<file path="src/rtl/bseq_pkg.sv">
package bseq_pkg;
  typedef enum logic {
    ORDER_LINEAR = 1'b0,
    ORDER_XOR    = 1'b1
  } order_e;
endpackage

</file>
<file path="src/rtl/bseq_hi_reg.sv">
module bseq_hi_reg #(
  parameter int HI_W = 17
) (
  input  logic            clk,
  input  logic            rst,
  input  logic            load_i,
  input  logic [HI_W-1:0] d_i,
  output logic [HI_W-1:0] q_o
);
  always_ff @(posedge clk) begin
    if (rst)         q_o <= '0;
    else if (load_i) q_o <= d_i;
  end
endmodule

</file>
<file path="src/rtl/bseq_beat_ctr.sv">
module bseq_beat_ctr #(
  parameter int BB = 2
) (
  input  logic          clk,
  input  logic          rst,
  input  logic          load_i,
  input  logic [BB-1:0] start_i,
  input  logic          step_i,
  output logic [BB-1:0] start_o,
  output logic [BB-1:0] beat_o
);
  always_ff @(posedge clk) begin
    if (rst) begin
      start_o <= '0;
      beat_o  <= '0;
    end else if (load_i) begin
      start_o <= start_i;
      beat_o  <= '0;
    end else if (step_i) begin
      beat_o  <= beat_o + 1'b1;
    end
  end
endmodule

</file>
<file path="src/rtl/bseq_order.sv">
module bseq_order
  import bseq_pkg::*;
#(
  parameter int BB = 2
) (
  input  logic [BB-1:0] start_i,
  input  logic [BB-1:0] beat_i,
  input  order_e        order_i,
  output logic [BB-1:0] low_o
);
  function automatic logic [BB-1:0] pos_xor(logic [BB-1:0] s, logic [BB-1:0] n);
    return s ^ n;
  endfunction

  function automatic logic [BB-1:0] pos_wrap(logic [BB-1:0] s, logic [BB-1:0] n);
    return s + n;
  endfunction

  always_comb begin
    case (order_i)
      ORDER_XOR: low_o = pos_xor(start_i, beat_i);
      default:   low_o = pos_wrap(start_i, beat_i);
    endcase
  end
endmodule

</file>
<file path="src/rtl/burst_addr_seq.sv">
module burst_addr_seq
  import bseq_pkg::*;
#(
  parameter int ADDR_W     = 19,
  parameter int BURST_BITS = 2
) (
  input  logic              clk,
  input  logic              rst,
  input  logic              load_i,
  input  logic [ADDR_W-1:0] addr_i,
  input  logic              adv_i,
  input  logic              interleave_i,
  output logic [ADDR_W-1:0] addr_o
);
  localparam int HI_W = ADDR_W - BURST_BITS;

  logic                  load_evt;
  logic                  step_evt;
  logic                  hold_evt;
  logic [HI_W-1:0]       hi_q;
  logic [BURST_BITS-1:0] start_q;
  logic [BURST_BITS-1:0] beat_q;
  logic [BURST_BITS-1:0] low_w;
  order_e                order_w;

  assign load_evt = load_i;
  assign step_evt = adv_i & ~load_i;
  assign hold_evt = ~adv_i & ~load_i;
  assign order_w  = order_e'(interleave_i);

  bseq_hi_reg #(.HI_W(HI_W)) u_hi (
    .clk    (clk),
    .rst    (rst),
    .load_i (load_evt),
    .d_i    (addr_i[ADDR_W-1:BURST_BITS]),
    .q_o    (hi_q)
  );

  bseq_beat_ctr #(.BB(BURST_BITS)) u_ctr (
    .clk     (clk),
    .rst     (rst),
    .load_i  (load_evt),
    .start_i (addr_i[BURST_BITS-1:0]),
    .step_i  (step_evt),
    .start_o (start_q),
    .beat_o  (beat_q)
  );

  bseq_order #(.BB(BURST_BITS)) u_ord (
    .start_i (start_q),
    .beat_i  (beat_q),
    .order_i (order_w),
    .low_o   (low_w)
  );

  assign addr_o = {hi_q, low_w};
endmodule

</file>
<file path="config.mk">
export PLATFORM = sky130hd
export DESIGN_NAME = burst_addr_seq
export DESIGN_NICKNAME = d
export VERILOG_FILES = /design/src/rtl/bseq_pkg.sv /design/src/rtl/bseq_hi_reg.sv /design/src/rtl/bseq_beat_ctr.sv /design/src/rtl/bseq_order.sv /design/src/rtl/burst_addr_seq.sv
export SDC_FILE = /design/constraint.sdc
export NUM_CORES = 1
export LEC_CHECK = 0
export BUFFER_PORTS_ARGS = -buffer_cell sky130_fd_sc_hd__buf_2
export CAP_MARGIN = 30
export CORE_ASPECT_RATIO = 0.8
export CORE_MARGIN = 1.5
export CORE_UTILIZATION = 32
export DETAILED_ROUTE_END_ITERATION = 7
export MAX_ROUTING_LAYER = met4
export PLACE_DENSITY = 0.68
export SETUP_SLACK_MARGIN = 0.1
export SLEW_MARGIN = 15
export SYNTH_ARGS = -nofsm -noshare
export SYNTH_HDL_FRONTEND = slang
export SYNTH_SLANG_ARGS = --single-unit
</file>
<file path="constraint.sdc">
create_clock -name clk -period 1.05 [get_ports clk]
set_clock_uncertainty 0.05 [all_clocks]
set_input_delay 0.105 -clock clk [delete_from_list [all_inputs] [get_ports clk]]
set_output_delay 0.105 -clock clk [all_outputs]
set_load 0.1 [all_outputs]
</file>
==> results of run 1 <==
stage by stage:
| stage | total power (uW) | cell area, um^2 | hold slack [ps] |
|---|---|---|---|
| after floorplan | 1350 | 940 | 120 |
| after global placement | 1600 | 1440 | 290 |
| after detailed placement | 1610 | 1440 | 299 |
| after CTS | 2050 | 1670 | 50.1 |
| after global routing | 2120 | 1670 | 50.8 |
| final | 2020 | 1670 | 57.7 |
repair_timing:
item	CTS	global route
endpoints found under the hold margin	19	0
hold buffers	19	0
gates cloned	0	0
setup endpoints to repair	20	20
setup buffers	1	0
pin swaps	1	0
resized for setup	2	0
sequential cells by signal, summed over array words and instances (netlist names):
signal,flops
u_ctr.beat_o,2
u_ctr.start_o,2
u_hi.q_o,17
layer usage:
layer,vias to the layer above,share of wire,track usage
met1,326,0.41,0.174
met4,0,0.011,0.0444
met5,-,0,-
li1,366,-,-
met2,15,0.54,0.274
met3,2,0.035,0.0561
worst paths after layout:
| path | from | end | slack [ps] | cells past startpoint |
|---|---|---|---|---|
| max reg2reg | u_ctr.beat_o[0] | u_ctr.beat_o[1] | 90 | 3 |
| max | u_ctr.start_o[0] | addr_o[1] | -400 | 4 |
| min | adv_i | u_ctr.beat_o[0] | 60 | 3 |
| min reg2reg | u_hi.q_o[13] | u_hi.q_o[13] | 480 | 2 |
layout make-up:
class,instances,area share
Multi-Input combinational cell,47,0.235
Tap cell,36,0.0269
Clock buffer,3,0.0135
Clock inverter,1,0.00299
Timing Repair Buffer,64,0.431
Sequential cell,21,0.291
power by group:
part	leakage, uW	switching (uW)	total [uW]	internal, uW
Clock	0.0000177	236	378	142
Combinational	0.000533	447	771	324
Sequential	0.000185	46.9	875	828
Total	0.000735	730	2020	1290
cell usage in the layout (no fill, tap or decap), types with 2 or more instances in the layout:
master         netlist  routed
clkbuf_4             0       3
buf_4                0       2
dfxtp_1             21       2
buf_12               2      20
buf_2                1      23
nor2_1              19      19
dlygate4sd3_1        0      19
dfxtp_4              0      17
mux2i_1             19      19
dfxtp_2              0       2
cell families (layout without fill, tap and decap cells):
family / count (synthesis) / count (layout) / synth area share
AND/OR/NAND/NOR: 22 / 22 / 0.114
flip-flops: 21 / 21 / 0.503
multiplexers: 19 / 19 / 0.228
buffers and inverters: 5 / 68 / 0.0823
XOR/XNOR: 3 / 3 / 0.0314
AO/OA/AOI/OAI: 2 / 2 / 0.0269
adder cells (fa/ha/maj): 1 / 1 / 0.0150
worst register-to-register path: stages (launching register included):
cell      delay [ps]
dfxtp_2          360
buf_4            140
a21bo_2          190
a211oi_2         160
==> flow_summary.toml, run 1 <==
[drt]
drcViolationCount = 0
wirelength_um = 1980
avgRoutedWirePerCell_um = 11.5
dr.pass1.iters = 4
drt_iter0_drc = 8
viasPerCell = 4.12
ant_nets = 0
via_count = 709

[run]
drv_cap = 0

[sta]
fmax_mhz = 687
post-route-min-period_ps = 1450
worst_pin_slew_ps = 386
final-max-slew-violation-count = 0
min_period_over_period = 1.39
final-setup-viol-count = 2
grt_setup_unrepaired = "yes"
setup_tns_ps = -606
hold_viol = 0
slew_headroom = 0.743
finalWorstSetupSlack_ps = -405

[pwr]
max-vdd-ir-drop_mv = 0.915
p_per_area_nw_per_um2 = 1210
leakagePower_uw = 0.000735

[synthesis]
ys.flop_type = "dfxtp_1"
avgSynthCellArea_um2 = 11.4
ys_warn_count = 0
synthTopCellsByCount = "21 x dfxtp_1, 19 x mux2i_1, 19 x nor2_1"
syn-cell-area_um2 = 836
netlist.area_leader.share = 0.503
yosysUniqueCellTypes = 14
ys_async_sr_fraction = 0
yosysTopAreaCell = "dfxtp_1"
yosysSeqAreaShare = 0.503
syn_inst = 73
synth_edf_count = 0
yosysMostFrequentCell = "dfxtp_1"
syn_nets = 98
ys_top_cells_by_area = "dfxtp_1 50%, mux2i_1 23%, nor2_1 8.5%"
ys_seq_elements = 21

[clocking]
cts.clk_slew.worst_paths_ps = 110
cts.path.max_buffers = 2
cts.sinks = 21
cts_tree = "built"
root_buffer = "clkbuf_4"
insertion_delay_ps = 300
numCtsBuffers = 3
htree_levels = 1

[global_route]
track_usage = 0.160
grt_pass1_vias = 778
antenna_found_initial = 0
overflow = 0
grt_pass1_wl_um = 3420
grt_max_degree = 22

[critical_path]
cp-start-kind = "flip-flop"
crit_chain = "ha_4, nor2b_4, xnor2_4, buf_12"
critPathKind = "flip-flop to output port"
arrival_ps = 1300
critPathCaptureType = "output port"
max_stage_delay_ps = 370
path_delay_family = "flip-flops"
cp_max_fo = 2
slowest_stage = "dfxtp_2"
cp.buffers_inverters = 1
required_ps = 890

[cells_and_area]
diodes = 0
num-fill-cells = 192
area_growth_pct = 100
layout.nets = 162
drive_gt1_frac = 0.551
regArea_um2 = 487
multi_input_area_um2 = 393
instances_no_fill = 172
post-route-util = 0.679

[die]
rows = 16
core_um2 = 2460
dieArea_um2 = 2930
die_w_um = 60.1
pin_count = 43
die_height_um = 48.7
start_util = 0.339

[min_path]
min_path_type = "input port to flip-flop"

[place]
dp_hpwl_um = 1340
io_buffers = 42
dp_slack_ps = -134
place.gp.congestion = 0.655
dp_cells = 148

[run_status]
violations = "setup timing"
outcome = "finished with violations"
Note: power is estimated with default switching activity, not from simulation.
==> inputs of run 2 (changes only) <==
- CORE_MARGIN: 1.5 -> default
- clock period: 1.05 -> 1.7 ns (I/O delays scaled with it)
==> run 2 against run 1 <==
The flow now finishes without violations. Sequential cell count unchanged. Combinational power decreased by 55%. Count of clock-buffer cells in the layout unchanged. Global-route usage decreased by 5.4 points. Via count decreased by 11%. Clock power decreased by 39%. Routed wire length decreased by 26%. First-iteration DRC count decreased by 38%. Register-to-register slack improved by 690 ps. Critical path type unchanged. Highest routed layer is now met3.
==> flow_summary.toml, run 2 (synthesis results as in run 1) <==
[run_status]
outcome = "finished, final reports clean"

[sta]
post-route-min-period_ps = 1540
final-setup-viol-count = 0
fmax_mhz = 649
setup_tns_ps = 0
slew_headroom = 0.601
min_period_over_period = 0.906
hold_viol = 0
grt_setup_unrepaired = "yes"
worst_pin_slew_ps = 598
final-max-slew-violation-count = 0

[clocking]
root_buffer = "clkbuf_4"
cts.path.max_buffers = 2
numCtsBuffers = 3
insertion_delay_ps = 290
cts_tree = "built"
cts.clk_slew.worst_paths_ps = 110
cts.sinks = 21
htree_levels = 1

[drt]
ant_nets = 0
wirelength_um = 1480
dr.pass1.iters = 4
drt_iter0_drc = 5
viasPerCell = 4.23
avgRoutedWirePerCell_um = 9.84
drcViolationCount = 0
via_count = 634

[die]
die_height_um = 47.7
dieArea_um2 = 2820
start_util = 0.339
die_w_um = 59.1
rows = 16
pin_count = 43
core_um2 = 2460

[place]
place.gp.congestion = 0.671
dp_hpwl_um = 1090
dp_cells = 146
io_buffers = 42

[critical_path]
required_ps = 1480
r2r_slack_ps = 780
rr_endpoint = "u_ctr.beat_o[1]"
cp_max_fo = 4
critPathCaptureType = "output port"
rr_worst_depth = 2
cp-start-kind = "flip-flop"
r2r_start = "u_ctr.beat_o[1]"
crit_start = "u_ctr.beat_o[0]"
crit_path_end = "addr_o[1]"
critPathKind = "flip-flop to output port"
arrival_ps = 1320

[cells_and_area]
layout.nets = 140
diodes = 0
instances_no_fill = 150
largest_registers = "u_hi.q_o: 17 flops, u_ctr.beat_o: 2 flops, u_ctr.start_o: 2 flops"
largest_register = "u_hi.q_o"
largest_reg_flops = 17
final_cell_mix = "40 x buf_2, 20 x dfxtp_1, 19 x mux2i_1, 19 x nor2_1, 4 x clkbuf_4"
final_common_cell = "buf_2"
drive_gt1_frac = 0.465
area_growth_pct = 32.2

[min_path]
min_path_type = "input port to flip-flop"
whs_path_depth = 3

[global_route]
overflow = 0
antenna_found_initial = 0
grt_pass1_wl_um = 2080
grt_max_degree = 22
track_usage = 0.106
grt_pass1_vias = 462

[run]
drv_cap = 0

[pwr]
leakagePower_uw = 0.000563
max-vdd-ir-drop_mv = 0.483
p_per_area_nw_per_um2 = 1010
[run 2: cell types whose count changed in the layout (fill, tap and decap cells not counted), sizes merged]
cell,delta
dlygate4sd3,-19
buf,-4
clkbuf,+1
[run 2: what timing repair did]
item,in CTS,in global routing
setup buffers,0,0
resized for setup,4,2
hold buffers,0,0
setup endpoints to repair,1,2
hold endpoints to repair,0,0
[run 2: final cells by class]
type | instances | area, um^2
fillers | 246 | 1360
well taps | 36 | 45.0
clock buffers | 3 | 22.5
flip-flops and latches | 21 | 424
multi-input cells | 47 | 380
clock inverters | 1 | 5.00
repair buffers | 42 | 228
[run 2: worst min-delay path by stage]
stage / slack [ps] / start / end
5_1_grt: 40 / addr_i[4] / u_hi.q_o[2]
3_5_place_dp: 360 / addr_i[7] / u_hi.q_o[5]
4_1_cts: 40 / addr_i[7] / u_hi.q_o[5]
3_3_place_gp: 350 / addr_i[3] / u_hi.q_o[1]
2_1_floorplan: 180 / rst / u_ctr.beat_o[1]
6_report: 50 / addr_i[7] / u_hi.q_o[5]
[run 2: per-stage QoR]
stage / worst slack [ps] / total power (uW) / utilization / instance area (um^2) / hold WS (ps)
after global routing: 84.8 / 1160 / 0.449 / 1100 / 40.0
after global placement: 325 / 885 / 0.429 / 1060 / 351
after detailed placement: 296 / 889 / 0.429 / 1060 / 363
final: 160 / 1110 / 0.449 / 1100 / 52.2
after floorplan: 234 / 834 / - / 855 / 185
after CTS: 118 / 1130 / 0.447 / 1100 / 39.7
[run 2: metal layers]
metal  vias up  part of all wire  global-route usage
met5         -                 0                   -
met4         0                 0              0.0143
met3         0             0.046              0.0568
met2        16              0.48               0.150
met1       293              0.47               0.136
li1        325                 -                   -
[run 2: worst max-delay path, cell delays in order (launching register included)]
cell and delay (ps):
dfxtp_4 380, ha_1 140, nor2b_4 180, xnor2_4 140, buf_12 190
[run 2: power by group]
| part | total (uW) | leakage, uW | switching, uW | internal (uW) |
|---|---|---|---|---|
| combinational | 345 | 0.000372 | 263 | 81.2 |
| sequential | 534 | 0.000174 | 14.6 | 520 |
| clock | 232 | 0.0000177 | 144 | 87.5 |
| total | 1110 | 0.000563 | 422 | 688 |
